===== src/rtl/neuron_mac_pkg.sv =====
package neuron_mac_pkg;

  typedef enum logic [2:0] {
    ST_IDLE,
    ST_SETUP,
    ST_FIRST,
    ST_ACCUM,
    ST_LAST,
    ST_HANDOFF
  } mac_state_t;

endpackage


===== src/rtl/mac_operand_rf.sv =====
module mac_operand_rf #(
  parameter int DATA_W = 8,
  parameter int DEPTH  = 8,
  parameter int AW     = 3
) (
  input  logic                     clk,
  input  logic                     wr_en,
  input  logic                     wr_is_weight,
  input  logic [AW-1:0]            wr_addr,
  input  logic signed [DATA_W-1:0] wr_data,
  input  logic [AW-1:0]            rd_addr,
  output logic signed [DATA_W-1:0] rd_x,
  output logic signed [DATA_W-1:0] rd_w
);

  logic signed [DATA_W-1:0] x_mem [DEPTH];
  logic signed [DATA_W-1:0] w_mem [DEPTH];

  logic addr_ok;
  assign addr_ok = (32'(wr_addr) < DEPTH);

  always_ff @(posedge clk) begin
    if (wr_en && addr_ok && !wr_is_weight) x_mem[wr_addr] <= wr_data;
  end

  always_ff @(posedge clk) begin
    if (wr_en && addr_ok && wr_is_weight) w_mem[wr_addr] <= wr_data;
  end

  assign rd_x = x_mem[rd_addr];
  assign rd_w = w_mem[rd_addr];

endmodule


===== src/rtl/mac_seq_ctrl.sv =====
module mac_seq_ctrl
  import neuron_mac_pkg::*;
#(
  parameter int NUM_IN = 8,
  parameter int AW     = 3,
  parameter int CW     = 4
) (
  input  logic          clk,
  input  logic          rst,
  input  logic          start,
  output logic [AW-1:0] rd_ptr,
  output logic          bias_load,
  output logic          mul_en,
  output logic          acc_en,
  output logic          out_load,
  output logic          busy
);

  mac_state_t    state;
  logic [CW-1:0] remain;

  always_ff @(posedge clk) begin
    if (rst) begin
      state  <= ST_IDLE;
      remain <= '0;
      rd_ptr <= '0;
    end else begin
      case (state)
        ST_IDLE: begin
          if (start) state <= ST_SETUP;
        end
        ST_SETUP: begin
          rd_ptr <= '0;
          state  <= ST_FIRST;
        end
        ST_FIRST: begin
          remain <= CW'(NUM_IN - 1);
          rd_ptr <= AW'(1);
          state  <= (NUM_IN > 1) ? ST_ACCUM : ST_LAST;
        end
        ST_ACCUM: begin
          remain <= remain - CW'(1);
          rd_ptr <= rd_ptr + AW'(1);
          if (remain == CW'(1)) state <= ST_LAST;
        end
        ST_LAST:    state <= ST_HANDOFF;
        ST_HANDOFF: state <= ST_IDLE;
        default:    state <= ST_IDLE;
      endcase
    end
  end

  assign bias_load = (state == ST_SETUP);
  assign mul_en    = (state == ST_FIRST) || (state == ST_ACCUM);
  assign acc_en    = mul_en || (state == ST_LAST);
  assign out_load  = (state == ST_LAST);
  assign busy      = (state != ST_IDLE);

endmodule


===== src/rtl/mac_accum_path.sv =====
module mac_accum_path #(
  parameter int DATA_W = 8,
  parameter int FRAC_W = 6,
  parameter int ACC_W  = 19
) (
  input  logic                     clk,
  input  logic                     rst,
  input  logic                     bias_load,
  input  logic                     mul_en,
  input  logic                     acc_en,
  input  logic signed [DATA_W-1:0] bias,
  input  logic signed [DATA_W-1:0] op_x,
  input  logic signed [DATA_W-1:0] op_w,
  output logic signed [ACC_W-1:0]  sum_next
);

  localparam int PROD_W = 2 * DATA_W;

  logic signed [PROD_W-1:0] prod;
  logic signed [ACC_W-1:0]  acc;
  logic signed [ACC_W-1:0]  bias_wide;
  logic signed [ACC_W-1:0]  bias_aligned;

  // Bias is in the operand format; move it onto the product fraction grid.
  assign bias_wide    = ACC_W'(bias);
  assign bias_aligned = bias_wide <<< FRAC_W;
  assign sum_next     = acc + ACC_W'(prod);

  always_ff @(posedge clk) begin
    if (rst) begin
      prod <= '0;
      acc  <= '0;
    end else if (bias_load) begin
      prod <= '0;
      acc  <= bias_aligned;
    end else begin
      if (mul_en) prod <= op_x * op_w;
      if (acc_en) acc  <= sum_next;
    end
  end

endmodule


===== src/rtl/mac_out_stage.sv =====
module mac_out_stage #(
  parameter int DATA_W = 8,
  parameter int FRAC_W = 6,
  parameter int ACC_W  = 19
) (
  input  logic                     clk,
  input  logic                     rst,
  input  logic                     sel_load,
  input  logic                     prec_sel,
  input  logic                     out_load,
  input  logic signed [ACC_W-1:0]  sum_in,
  output logic signed [ACC_W-1:0]  result_full,
  output logic signed [DATA_W-1:0] result_q,
  output logic signed [ACC_W-1:0]  mac_out,
  output logic                     done
);

  localparam logic signed [ACC_W-1:0] Q_MAX = ACC_W'(2 ** (DATA_W - 1) - 1);
  localparam logic signed [ACC_W-1:0] Q_MIN = ACC_W'(-(2 ** (DATA_W - 1)));

  logic                     narrow_sel;
  logic signed [ACC_W-1:0]  shifted;
  logic signed [DATA_W-1:0] q_sat;

  assign shifted = sum_in >>> FRAC_W;

  always_comb begin
    if (shifted > Q_MAX)      q_sat = Q_MAX[DATA_W-1:0];
    else if (shifted < Q_MIN) q_sat = Q_MIN[DATA_W-1:0];
    else                      q_sat = shifted[DATA_W-1:0];
  end

  always_ff @(posedge clk) begin
    if (rst) begin
      narrow_sel  <= 1'b0;
      result_full <= '0;
      result_q    <= '0;
      mac_out     <= '0;
      done        <= 1'b0;
    end else begin
      done <= out_load;
      if (sel_load) narrow_sel <= prec_sel;
      if (out_load) begin
        result_full <= sum_in;
        result_q    <= q_sat;
        mac_out     <= narrow_sel ? ACC_W'(q_sat) : sum_in;
      end
    end
  end

endmodule


===== src/rtl/neuron_mac_seq.sv =====
module neuron_mac_seq #(
  parameter int   NUM_IN = 8,
  parameter int   DATA_W = 8,
  parameter int   FRAC_W = 6,
  localparam int  AW     = (NUM_IN > 1) ? $clog2(NUM_IN) : 1,
  localparam int  ACC_W  = 2 * DATA_W + AW
) (
  input  logic                     clk,
  input  logic                     rst,
  input  logic                     wr_en,
  input  logic                     wr_is_weight,
  input  logic [AW-1:0]            wr_addr,
  input  logic signed [DATA_W-1:0] wr_data,
  input  logic signed [DATA_W-1:0] bias,
  input  logic                     start,
  input  logic                     prec_sel,
  output logic                     busy,
  output logic                     done,
  output logic signed [ACC_W-1:0]  result_full,
  output logic signed [DATA_W-1:0] result_q,
  output logic signed [ACC_W-1:0]  mac_out
);

  localparam int CW = $clog2(NUM_IN + 1);

  logic [AW-1:0]            rd_ptr;
  logic                     bias_load;
  logic                     mul_en;
  logic                     acc_en;
  logic                     out_load;
  logic signed [DATA_W-1:0] op_x;
  logic signed [DATA_W-1:0] op_w;
  logic signed [ACC_W-1:0]  sum_next;
  logic                     rf_we;

  assign rf_we = wr_en && !busy;

  mac_operand_rf #(.DATA_W(DATA_W), .DEPTH(NUM_IN), .AW(AW)) u_rf (
    .clk          (clk),
    .wr_en        (rf_we),
    .wr_is_weight (wr_is_weight),
    .wr_addr      (wr_addr),
    .wr_data      (wr_data),
    .rd_addr      (rd_ptr),
    .rd_x         (op_x),
    .rd_w         (op_w)
  );

  mac_seq_ctrl #(.NUM_IN(NUM_IN), .AW(AW), .CW(CW)) u_ctrl (
    .clk       (clk),
    .rst       (rst),
    .start     (start),
    .rd_ptr    (rd_ptr),
    .bias_load (bias_load),
    .mul_en    (mul_en),
    .acc_en    (acc_en),
    .out_load  (out_load),
    .busy      (busy)
  );

  mac_accum_path #(.DATA_W(DATA_W), .FRAC_W(FRAC_W), .ACC_W(ACC_W)) u_path (
    .clk       (clk),
    .rst       (rst),
    .bias_load (bias_load),
    .mul_en    (mul_en),
    .acc_en    (acc_en),
    .bias      (bias),
    .op_x      (op_x),
    .op_w      (op_w),
    .sum_next  (sum_next)
  );

  mac_out_stage #(.DATA_W(DATA_W), .FRAC_W(FRAC_W), .ACC_W(ACC_W)) u_out (
    .clk         (clk),
    .rst         (rst),
    .sel_load    (bias_load),
    .prec_sel    (prec_sel),
    .out_load    (out_load),
    .sum_in      (sum_next),
    .result_full (result_full),
    .result_q    (result_q),
    .mac_out     (mac_out),
    .done        (done)
  );

endmodule


===== config.mk =====
export PLATFORM = sky130hd
export DESIGN_NAME = neuron_mac_seq
export DESIGN_NICKNAME = d
export VERILOG_FILES = /design/src/rtl/neuron_mac_pkg.sv /design/src/rtl/mac_operand_rf.sv /design/src/rtl/mac_seq_ctrl.sv /design/src/rtl/mac_accum_path.sv /design/src/rtl/mac_out_stage.sv /design/src/rtl/neuron_mac_seq.sv
export SDC_FILE = /design/constraint.sdc
export NUM_CORES = 1
export LEC_CHECK = 0
export BUFFER_PORTS_ARGS = -buffer_cell sky130_fd_sc_hd__buf_2
export CAP_MARGIN = 0
export CORE_MARGIN = 5
export CORE_UTILIZATION = 49
export CTS_CLUSTER_DIAMETER = 200
export DETAILED_ROUTE_END_ITERATION = 8
export PLACE_DENSITY = 0.67
export SLEW_MARGIN = 10
export SYNTH_ARGS = -nofsm -noshare
export SYNTH_HDL_FRONTEND = slang
export SYNTH_SLANG_ARGS = --single-unit

===== constraint.sdc =====
create_clock -name clk -period 17.8 [get_ports clk]
set_clock_uncertainty 0.05 [all_clocks]
set_input_delay 0.89 -clock clk [delete_from_list [all_inputs] [get_ports clk]]
set_output_delay 0.89 -clock clk [all_outputs]
set_load 0.02 [all_outputs]

==> metrics.md, run 1 <==
| Metric | Value |
|---|---|
| Distinct cell type count after synthesis | `58` |
| Detailed-route vias per instance | `5.32` |
| Count of input and output buffers | `72` |
| Count of placed standard cells including taps | `1387` |
| Remaining design rule violation count | `0` |
| Number of antenna violations at the first check in global routing | `0` |
| Initial DRT Pass Iterations | `5` |
| Routed WL | `~24 mm` |
| Highest net fanout along the worst path | `18` |
| FFs w/ async S/R, synth | `0` |
| CTS tree | `yes` |
| Slew Limit Headroom | `0.305` |
| Pwr Density | `~160 nW/um2` |
| Count of flip-flops with a built-in enable after synthesis | `around 130` |
| Cts hold-fix bufs | `0` |
| Total number of clock tree sinks | `roughly 220` |
| Largest delay contributor family on the critical path | `adder cells` |
| Summed negative setup slack over all endpoints | `0 ns` |
| Core footprint | `around 24000 um2` |
| Pin slew with the least headroom to its limit | `1.04 ns` |
| Area enclosed by the die boundary | `27100 um2` |
| Ordered cell list for the critical path | `buf_12 -> mux4_2 -> mux2i_1 -> or2_2 -> fa_1 -> fa_1 -> inv_1 -> fa_1 -> inv_1 -> fa_1 -> inv_1 -> ha_1 -> inv_1 -> o21ai_0 -> a211oi_1 -> o31ai_1 -> nor4_1 -> nor3_1 -> xnor2_1 -> a21oi_1` |
| Worst Setup End Kind | `flop` |
| First-pass GRT wire length | `roughly 40 mm` |
| Count of endpoints failing hold in the final timing report | `0` |
| Vertical die dimension | `around 160 um` |
| Post-CTS setup buffer count | `0` |
| Layout filler cell count | `between 2000 and 2500` |
| Post-synthesis register bit count | `224` |
| Area added between synthesis and finish | `12.0%` |
| Clock Tree Buf Depth | `3` |
| Final cell count without fillers | `1431` |
| Post-Synthesis Mean Instance Area | `11.4 um2` |
| Startpoint of the lowest-slack hold path | `u_out.mac_out[6]$_SDFFE_PP0P_` |
| Diodes inserted | `0` |
| Ratio of cells with drive above 1 in the final layout | `0.159` |
| Largest net degree at the start of global routing | `66` |
| Total of max-cap violations | `0` |
| Initial DRC Count | `597` |
| Number of global-route vias before repair | `about 7600` |
| Net Count, Synth | `1161` |
| PostCTS Resize Cnt | `0` |
| Required time reported for the critical path endpoint | `18.14 ns` |
| Signal arrival time at the worst endpoint | `6.67 ns` |
| Setup repair after global routing missed its margin | `no` |
| Result of the run | `finished clean` |
| Post-Syn Area | `11700 um2` |
| Final critical path time including I/O delays and setup | `6.33 ns` |
| Register area share after synthesis | `0.492` |
| Count of final setup violators | `0` |
| Worst min-delay path class | `flop to flop` |
| Remaining antenna violation count | `0` |
| Final worst-path cycle share | `0.356` |
| Crit path launch type | `flop` |
| Master of the slowest instance on the critical path | `sky130_fd_sc_hd__dfxtp_2` |
| Achievable frequency | `0.158 GHz` |
| Global-route congestion overflow total | `0` |
| Starting density of the core | `0.498` |
| Final cell area excluding filler cells | `13100 um2` |
| GRT Resource Usage Total | `0.180` |
| Total vias in the final route | `7610` |
| Placed cell area | `12400 um2` |
| Count of warnings emitted by yosys | `0` |
| DPL Wire Length | `17.2 mm` |
| Smallest setup slack after layout | `11.47 ns` |
| Gpl congestion | `~0.85` |
| Synthesized instance count | `1030` |
| Net count reported at finish | `1226` |
| Pre-CTS worst setup slack | `between 10 and 15 ns` |
| Leak Pwr | `roughly 5.0 nW` |
| X dimension of the die | `165 um` |
| Clock latency of the later-clocked register in the worst-skew pair | `0.52 ns` |
| Root cell of the clock tree | `sky130_fd_sc_hd__clkbuf_16` |
| Routed len/inst | `16.9 um` |
| I/O pins | `73` |
| Final count of pins violating max slew | `0` |
| Clock-pin slew on the worst setup and hold paths | `0.06 ns` |
| Site Rows | `56` |
| Crit Path Category | `flop to flop` |
| TritonCTS buffer count | `24` |
| Buffers & Inverters on Critical Path | `5` |
| VDD IR-drop max | `0.000111 V` |
| Largest stage delay on the critical path | `0.67 ns` |
| Top FF cell, synth | `sky130_fd_sc_hd__edfxtp_1` |
| Number of levels in the clock H-tree | `1` |
==> state kept, by name, summed over array words and instances, names as in the netlist, named ones only <==
| name | flops |
|---|---|
| u_out.result_full | 19 |
| u_ctrl.state | 3 |
| u_rf.x_mem | 64 |
| u_rf.w_mem | 64 |
| u_out.result_q | 8 |
| u_path.prod | 16 |
| u_out.done | 1 |
| u_ctrl.rd_ptr | 3 |
| u_out.narrow_sel | 1 |
| u_ctrl.remain | 4 |
| u_out.mac_out | 19 |
| u_path.acc | 19 |
==> where the power goes <==
group / internal [W] / switching [W] / leakage, nW
registers: 0.000576 / 0.0000272 / 1.93
logic: 0.000422 / 0.000573 / 2.74
clock network: 0.000265 / 0.000191 / 0.357
==> cell usage after synthesis, types with 14 or more instances <==
library cell                 n  area [um2]
sky130_fd_sc_hd__fa_1       56        1120
sky130_fd_sc_hd__nor2_1    116         435
sky130_fd_sc_hd__nand2_1    97         364
sky130_fd_sc_hd__edfxtp_1  128        3840
sky130_fd_sc_hd__a211oi_1   19         143
sky130_fd_sc_hd__ha_1       50         626
sky130_fd_sc_hd__inv_1     100         375
sky130_fd_sc_hd__nor3_1     16        80.1
sky130_fd_sc_hd__o21ai_0    30         150
sky130_fd_sc_hd__mux4_2     32         721
sky130_fd_sc_hd__mux2i_1    19         190
sky130_fd_sc_hd__a21oi_1    76         380
sky130_fd_sc_hd__o211ai_1   14         105
sky130_fd_sc_hd__xnor2_1    21         184
sky130_fd_sc_hd__clkbuf_1   29         109
sky130_fd_sc_hd__dfxtp_1    96        1920
==> kinds of logic (layout without fill, tap and decap cells) <==
group	count (synthesis)	in the layout	synth area share
AND/OR/NAND/NOR	289	289	0.108
adder cells (fa/ha/maj)	106	106	0.149
XOR/XNOR	30	30	0.0224
buffers and inverters	143	225	0.0470
flip-flops	224	224	0.492
multiplexers	52	52	0.0787
AO/OA/AOI/OAI	186	186	0.103
==> area by class of cell <==
| cell class | count | area (um2) | share of cell area |
|---|---|---|---|
| Timing Repair Buffer | 82 | 448 | 0.0341 |
| Multi-Input combinational cell | 663 | 5410 | 0.412 |
| Tap cell | 319 | 399 | 0.0304 |
| Clock inverter | 7 | 42.5 | 0.00324 |
| Inverter | 100 | 375 | 0.0286 |
| Sequential cell | 224 | 5770 | 0.439 |
| Clock buffer | 36 | 686 | 0.0522 |
==> worst register-to-register path: cells and delay by family, from the launching register on <==
kind                     cells  cell delay [ns]
adder cells (fa/ha/maj)      5             2.34
multiplexers                 2             1.16
AO/OA/AOI/OAI                4             0.82
flip-flops                   1             0.67
AND/OR/NAND/NOR              3             0.57
buffers and inverters        5             0.45
XOR/XNOR                     1             0.15
==> cell usage in the layout (no fill, tap or decap), types with 15 or more instances in the layout <==
master                      instances
sky130_fd_sc_hd__edfxtp_1         128
sky130_fd_sc_hd__nor2_1           116
sky130_fd_sc_hd__inv_1            100
sky130_fd_sc_hd__nand2_1           97
sky130_fd_sc_hd__dfxtp_1           95
sky130_fd_sc_hd__a21oi_1           76
sky130_fd_sc_hd__buf_2             72
sky130_fd_sc_hd__fa_1              56
sky130_fd_sc_hd__ha_1              50
sky130_fd_sc_hd__mux4_2            32
sky130_fd_sc_hd__o21ai_0           30
sky130_fd_sc_hd__clkbuf_16         24
sky130_fd_sc_hd__xnor2_1           21
sky130_fd_sc_hd__mux2i_1           19
sky130_fd_sc_hd__a211oi_1          19
sky130_fd_sc_hd__nor3_1            15
==> per-layer routing <==
metal | GRT usage | part of all wire | wire, um
met1 | 0.236 | 0.43 | 10400
met2 | 0.318 | 0.50 | 12100
met3 | 0.0250 | 0.045 | 1100
met4 | 0.0446 | 0.024 | 590
met5 | 0 | 0 | 0
==> stage by stage <==
step	hold WS, ns	power, W	util
2_1_floorplan	0.386	0.00142	-
3_3_place_gp	0.385	0.00160	0.526
3_5_place_dp	0.388	0.00161	0.526
4_1_cts	0.396	0.00208	0.557
5_1_grt	0.410	0.00226	0.558
6_report	0.392	0.00205	0.558
==> path summary, 6_finish.rpt <==
path / cells past startpoint / slack, ns / to
setup / recovery: 20 / 11.47 / u_path.prod[15]$_SDFFE_PP0P_
hold / removal: 2 / 0.39 / u_out.mac_out[6]$_SDFFE_PP0P_
setup reg to reg: 20 / 11.47 / u_path.prod[15]$_SDFFE_PP0P_
hold reg to reg: 2 / 0.39 / u_out.mac_out[6]$_SDFFE_PP0P_
Note: power is estimated with default switching activity, not from simulation.
==> run 2: changes to the inputs <==
Settings changed: ABC_AREA set to 1, PLACE_DENSITY 0.67 to 0.69.
Clock period 17.8 ns to 5.8 ns, I/O delays scaled along.
==> metrics.md, run 2 <==
| Metric | Value |
|---|---|
| Result of the run | `finished clean (unchanged)` |
| Register cell area after layout | `5770 um2 (about the same)` |
| DPL Wire Length | `22.3 mm (was 17.2 mm)` |
| Largest cells by area after synthesis | `sky130_fd_sc_hd__edfxtp_1 31%, sky130_fd_sc_hd__dfxtp_1 15%, sky130_fd_sc_hd__fa_1 8.9% (was sky130_fd_sc_hd__edfxtp_1 33%, sky130_fd_sc_hd__dfxtp_1 16%, sky130_fd_sc_hd__fa_1 9.6%)` |
| Commonest cells in the synthesized netlist | `247 x sky130_fd_sc_hd__nand2_1, 217 x sky130_fd_sc_hd__nor2_1, 193 x sky130_fd_sc_hd__inv_1, 128 x sky130_fd_sc_hd__edfxtp_1, 96 x sky130_fd_sc_hd__dfxtp_1 (was 128 x sky130_fd_sc_hd__edfxtp_1, 116 x sky130_fd_sc_hd__nor2_1, 100 x sky130_fd_sc_hd__inv_1, 97 x sky130_fd_sc_hd__nand2_1, 96 x sky130_fd_sc_hd__dfxtp_1)` |
| Commonest non-fill, non-tap cells in the layout | `247 x sky130_fd_sc_hd__nand2_1, 213 x sky130_fd_sc_hd__nor2_1, 190 x sky130_fd_sc_hd__inv_1 (was 128 x sky130_fd_sc_hd__edfxtp_1, 116 x sky130_fd_sc_hd__nor2_1, 100 x sky130_fd_sc_hd__inv_1)` |
| Remaining antenna violation count | `0 (unchanged)` |
| Starting density of the core | `0.498 (about the same)` |
| Global-route track usage on met2 | `0.343 (was 0.318)` |
| Post-Synthesis Mean Instance Area | `8.97 um2 (was 11.4 um2)` |
| Routed WL | `31.0 mm (was 24.1 mm)` |
| Register-to-Register Path Depth | `28 (was 20)` |
| Count of input and output buffers | `72 (unchanged)` |
| Final cell count without fillers | `1851 (was 1431)` |
| Crit path launch type | `flop (unchanged)` |
| Initial DRT Pass Iterations | `7 (was 5)` |
| Initial DRC Count | `879 (was 597)` |
| Pwr Density | `446 nW/um2 (was 156 nW/um2)` |
| Clock Tree Buf Depth | `3 (unchanged)` |
| Count of flip-flops with a built-in enable after synthesis | `128 (unchanged)` |
| Number of global-route vias before repair | `9339 (was 7644)` |
| Synthesized instance count | `1399 (was 1030)` |
| Most numerous cell on the critical path | `sky130_fd_sc_hd__inv_1` |
| Layout filler cell count | `2177 (was 2048)` |
| Net Count, Synth | `1530 (was 1161)` |
| Remaining design rule violation count | `0 (unchanged)` |
| First-pass GRT wire length | `49.2 mm (was 39.2 mm)` |
| Register area share after synthesis | `0.460 (was 0.492)` |
| Number of levels in the clock H-tree | `1 (unchanged)` |
| Worst Setup End Kind | `flop (unchanged)` |
| Smallest setup slack after layout | `0.271 ns (was 11.47 ns)` |
| VDD IR-drop max | `0.000317 V (was 0.000111 V)` |
| Most common cell after layout, fill and taps aside | `sky130_fd_sc_hd__nand2_1 (was sky130_fd_sc_hd__edfxtp_1)` |
| Clock-pin slew on the worst setup and hold paths | `0.06 ns (about the same)` |
| Total number of clock tree sinks | `224 (unchanged)` |
| Final critical path time including I/O delays and setup | `5.53 ns (was 6.33 ns)` |
| Distinct cell type count after synthesis | `48 (was 58)` |
| GRT busiest layer | `met2 (unchanged)` |
| Slew Limit Headroom | `0.241 (was 0.305)` |
| Largest net degree at the start of global routing | `49 (was 66)` |
| Largest stage delay on the critical path | `0.55 ns (was 0.67 ns)` |
| Gpl congestion | `0.913 (was 0.852)` |
| Clock latency of the later-clocked register in the worst-skew pair | `0.53 ns (was 0.52 ns)` |
| Hold Path Stages | `3 (was 2)` |
| TritonCTS buffer count | `26 (was 24)` |
| GRT Resource Usage Total | `0.211 (was 0.180)` |
| Count of endpoints failing hold in the final timing report | `0 (unchanged)` |
| Core footprint | `25200 um2 (was 23500 um2)` |
| Area added between synthesis and finish | `16.2% (was 12.0%)` |
| Total vias in the final route | `9781 (was 7610)` |
| Startpoint of the lowest-slack hold path | `prec_sel (was u_out.mac_out[6]$_SDFFE_PP0P_)` |
| Fraction of met3 tracks used by global routing | `0.0293 (was 0.0250)` |
| Setup repair after global routing missed its margin | `yes (was no)` |
| Required time reported for the critical path endpoint | `6.16 ns (was 18.14 ns)` |
| Master of the slowest instance on the critical path | `sky130_fd_sc_hd__fa_1 (was sky130_fd_sc_hd__dfxtp_2)` |
| Sink of the worst hold path | `u_out.narrow_sel$_SDFFE_PP0P_ (was u_out.mac_out[6]$_SDFFE_PP0P_)` |
| Count of placed standard cells including taps | `1788 (was 1387)` |
| Most common cell in the netlist | `sky130_fd_sc_hd__nand2_1 (was sky130_fd_sc_hd__edfxtp_1)` |
| Top FF cell, synth | `sky130_fd_sc_hd__edfxtp_1 (unchanged)` |
| Worst r2r dst | `u_path.prod[12]$_SDFFE_PP0P_ (was u_path.prod[15]$_SDFFE_PP0P_)` |
| Global routing met1 resource utilization | `0.301 (was 0.236)` |
| Root cell of the clock tree | `sky130_fd_sc_hd__clkbuf_16 (unchanged)` |
| Pin slew with the least headroom to its limit | `1.13 ns (was 1.04 ns)` |
| Net count reported at finish | `1632 (was 1226)` |
| FFs w/ async S/R, synth | `0 (unchanged)` |
| Total of max-cap violations | `0 (unchanged)` |
| Area enclosed by the die boundary | `28900 um2 (was 27100 um2)` |
| Count of final setup violators | `0 (unchanged)` |
| Signal arrival time at the worst endpoint | `5.89 ns (was 6.67 ns)` |
| Routed len/inst | `16.7 um (was 16.9 um)` |
| Ratio of cells with drive above 1 in the final layout | `0.172 (was 0.159)` |
| Setup slack on the worst flop-to-flop path | `0.27 ns (was 11.47 ns)` |
| Count of warnings emitted by yosys | `0 (unchanged)` |
| Vertical die dimension | `170 um (was 165 um)` |
| Number of antenna violations at the first check in global routing | `0 (unchanged)` |
| Leading registers by flop count | `u_rf.w_mem: 64 flops, u_rf.x_mem: 64 flops (unchanged)` |
| CTS tree | `yes (unchanged)` |
| X dimension of the die | `170 um (was 165 um)` |
| Highest net fanout along the worst path | `18 (unchanged)` |
| Pre-CTS worst setup slack | `0.0257 ns (was 11.18 ns)` |
| Area share of the largest cell type after synthesis | `0.306 (was 0.328)` |
| Worst min-delay path class | `input port to flop (was flop to flop)` |
| Post-synthesis register bit count | `224 (unchanged)` |
| Final count of pins violating max slew | `0 (unchanged)` |
| Total area of multi-input combinational cells | `5790 um2 (was 5410 um2)` |
| Site Rows | `58 (was 56)` |
| Crit Path Category | `flop to flop (unchanged)` |
| Final worst-path cycle share | `0.953 (was 0.356)` |
| Achievable frequency | `0.181 GHz (was 0.158 GHz)` |
| Leak Pwr | `6.50 nW (was 5.03 nW)` |
| Diodes inserted | `0 (unchanged)` |
| Global-route congestion overflow total | `0 (unchanged)` |
| Top cell type by total area after synthesis | `sky130_fd_sc_hd__edfxtp_1 (unchanged)` |
| I/O pins | `73 (unchanged)` |
| Detailed-route vias per instance | `5.28 (was 5.32)` |
| Post-Syn Area | `12500 um2 (was 11700 um2)` |
==> run 2: where the power goes <==
part	internal (W)	switching, W	leakage (nW)
registers	0.00174	0.0000561	1.93
clock network	0.00112	0.000659	0.467
logic	0.00111	0.00181	4.10
total	0.00397	0.00253	6.50
==> run 2: how the worst max path moves through the flow <==
stage / end / slack [ns] / depth (start not counted)
finish: u_path.prod[12]$_SDFFE_PP0P_ / 0.27 / 28
global route: u_path.prod[12]$_SDFFE_PP0P_ / -0.09 / 28
CTS: u_path.prod[12]$_SDFFE_PP0P_ / 0.07 / 25
detailed placement: u_path.prod[12]$_SDFFE_PP0P_ / 0.03 / 24
global placement: u_path.prod[12]$_SDFFE_PP0P_ / 0.17 / 24
floorplan: u_path.prod[12]$_SDFFE_PP0P_ / 0.58 / 28
==> run 2: layout make-up <==
cell class	instances	share of cell area
Inverter	216	0.0560
Clock inverter	12	0.0123
Sequential cell	224	0.396
Timing Repair Buffer	124	0.0567
Clock buffer	36	0.0532
Multi-Input combinational cell	909	0.397
Tap cell	330	0.0283
==> run 2: metal layers <==
metal,vias up,routed length (um)
met3,49,1840
met2,296,14400
met4,0,650
li1,4764,-
met5,-,0
met1,4672,14100
==> run 2: timing repair <==
item                       4_1_cts  5_1_grt
resized for setup                1       23
hold buffers                     7        0
gates cloned                     0        1
pin swaps                        0        1
setup buffers                    0        7
setup endpoints to repair        1        6
hold endpoints to repair         7        0
==> run 2: cells by family (layout without fill, tap and decap cells) <==
logic type      after synthesis  after routing  synth area share
buf+inv                     266            388            0.0829
simple gates                545            545             0.184
fa+ha+maj                   106            106             0.139
flops                       224            224             0.460
compound gates              228            228             0.114
xor+xnor                     30             30            0.0209
==> run 2: critical path: cells and delay by family, from the launching register on <==
kind	cells	cell delay (ns)
XOR/XNOR	1	0.08
flip-flops	1	0.38
AND/OR/NAND/NOR	6	0.53
buffers and inverters	10	0.93
AO/OA/AOI/OAI	6	1.02
adder cells (fa/ha/maj)	5	2.42
==> run 2: metrics by stage <==
step           utilization  setup TNS, ns  area, um2  total power [W]  hold slack (ns)
2_1_floorplan            -              0      12500          0.00407            0.339
3_3_place_gp         0.532              0      13400          0.00464            0.403
3_5_place_dp         0.532              0      13400          0.00473            0.406
4_1_cts              0.573              0      14400          0.00652          0.00627
5_1_grt              0.579         -0.238      14600          0.00705           0.0417
6_report             0.579              0      14600          0.00650           0.0286
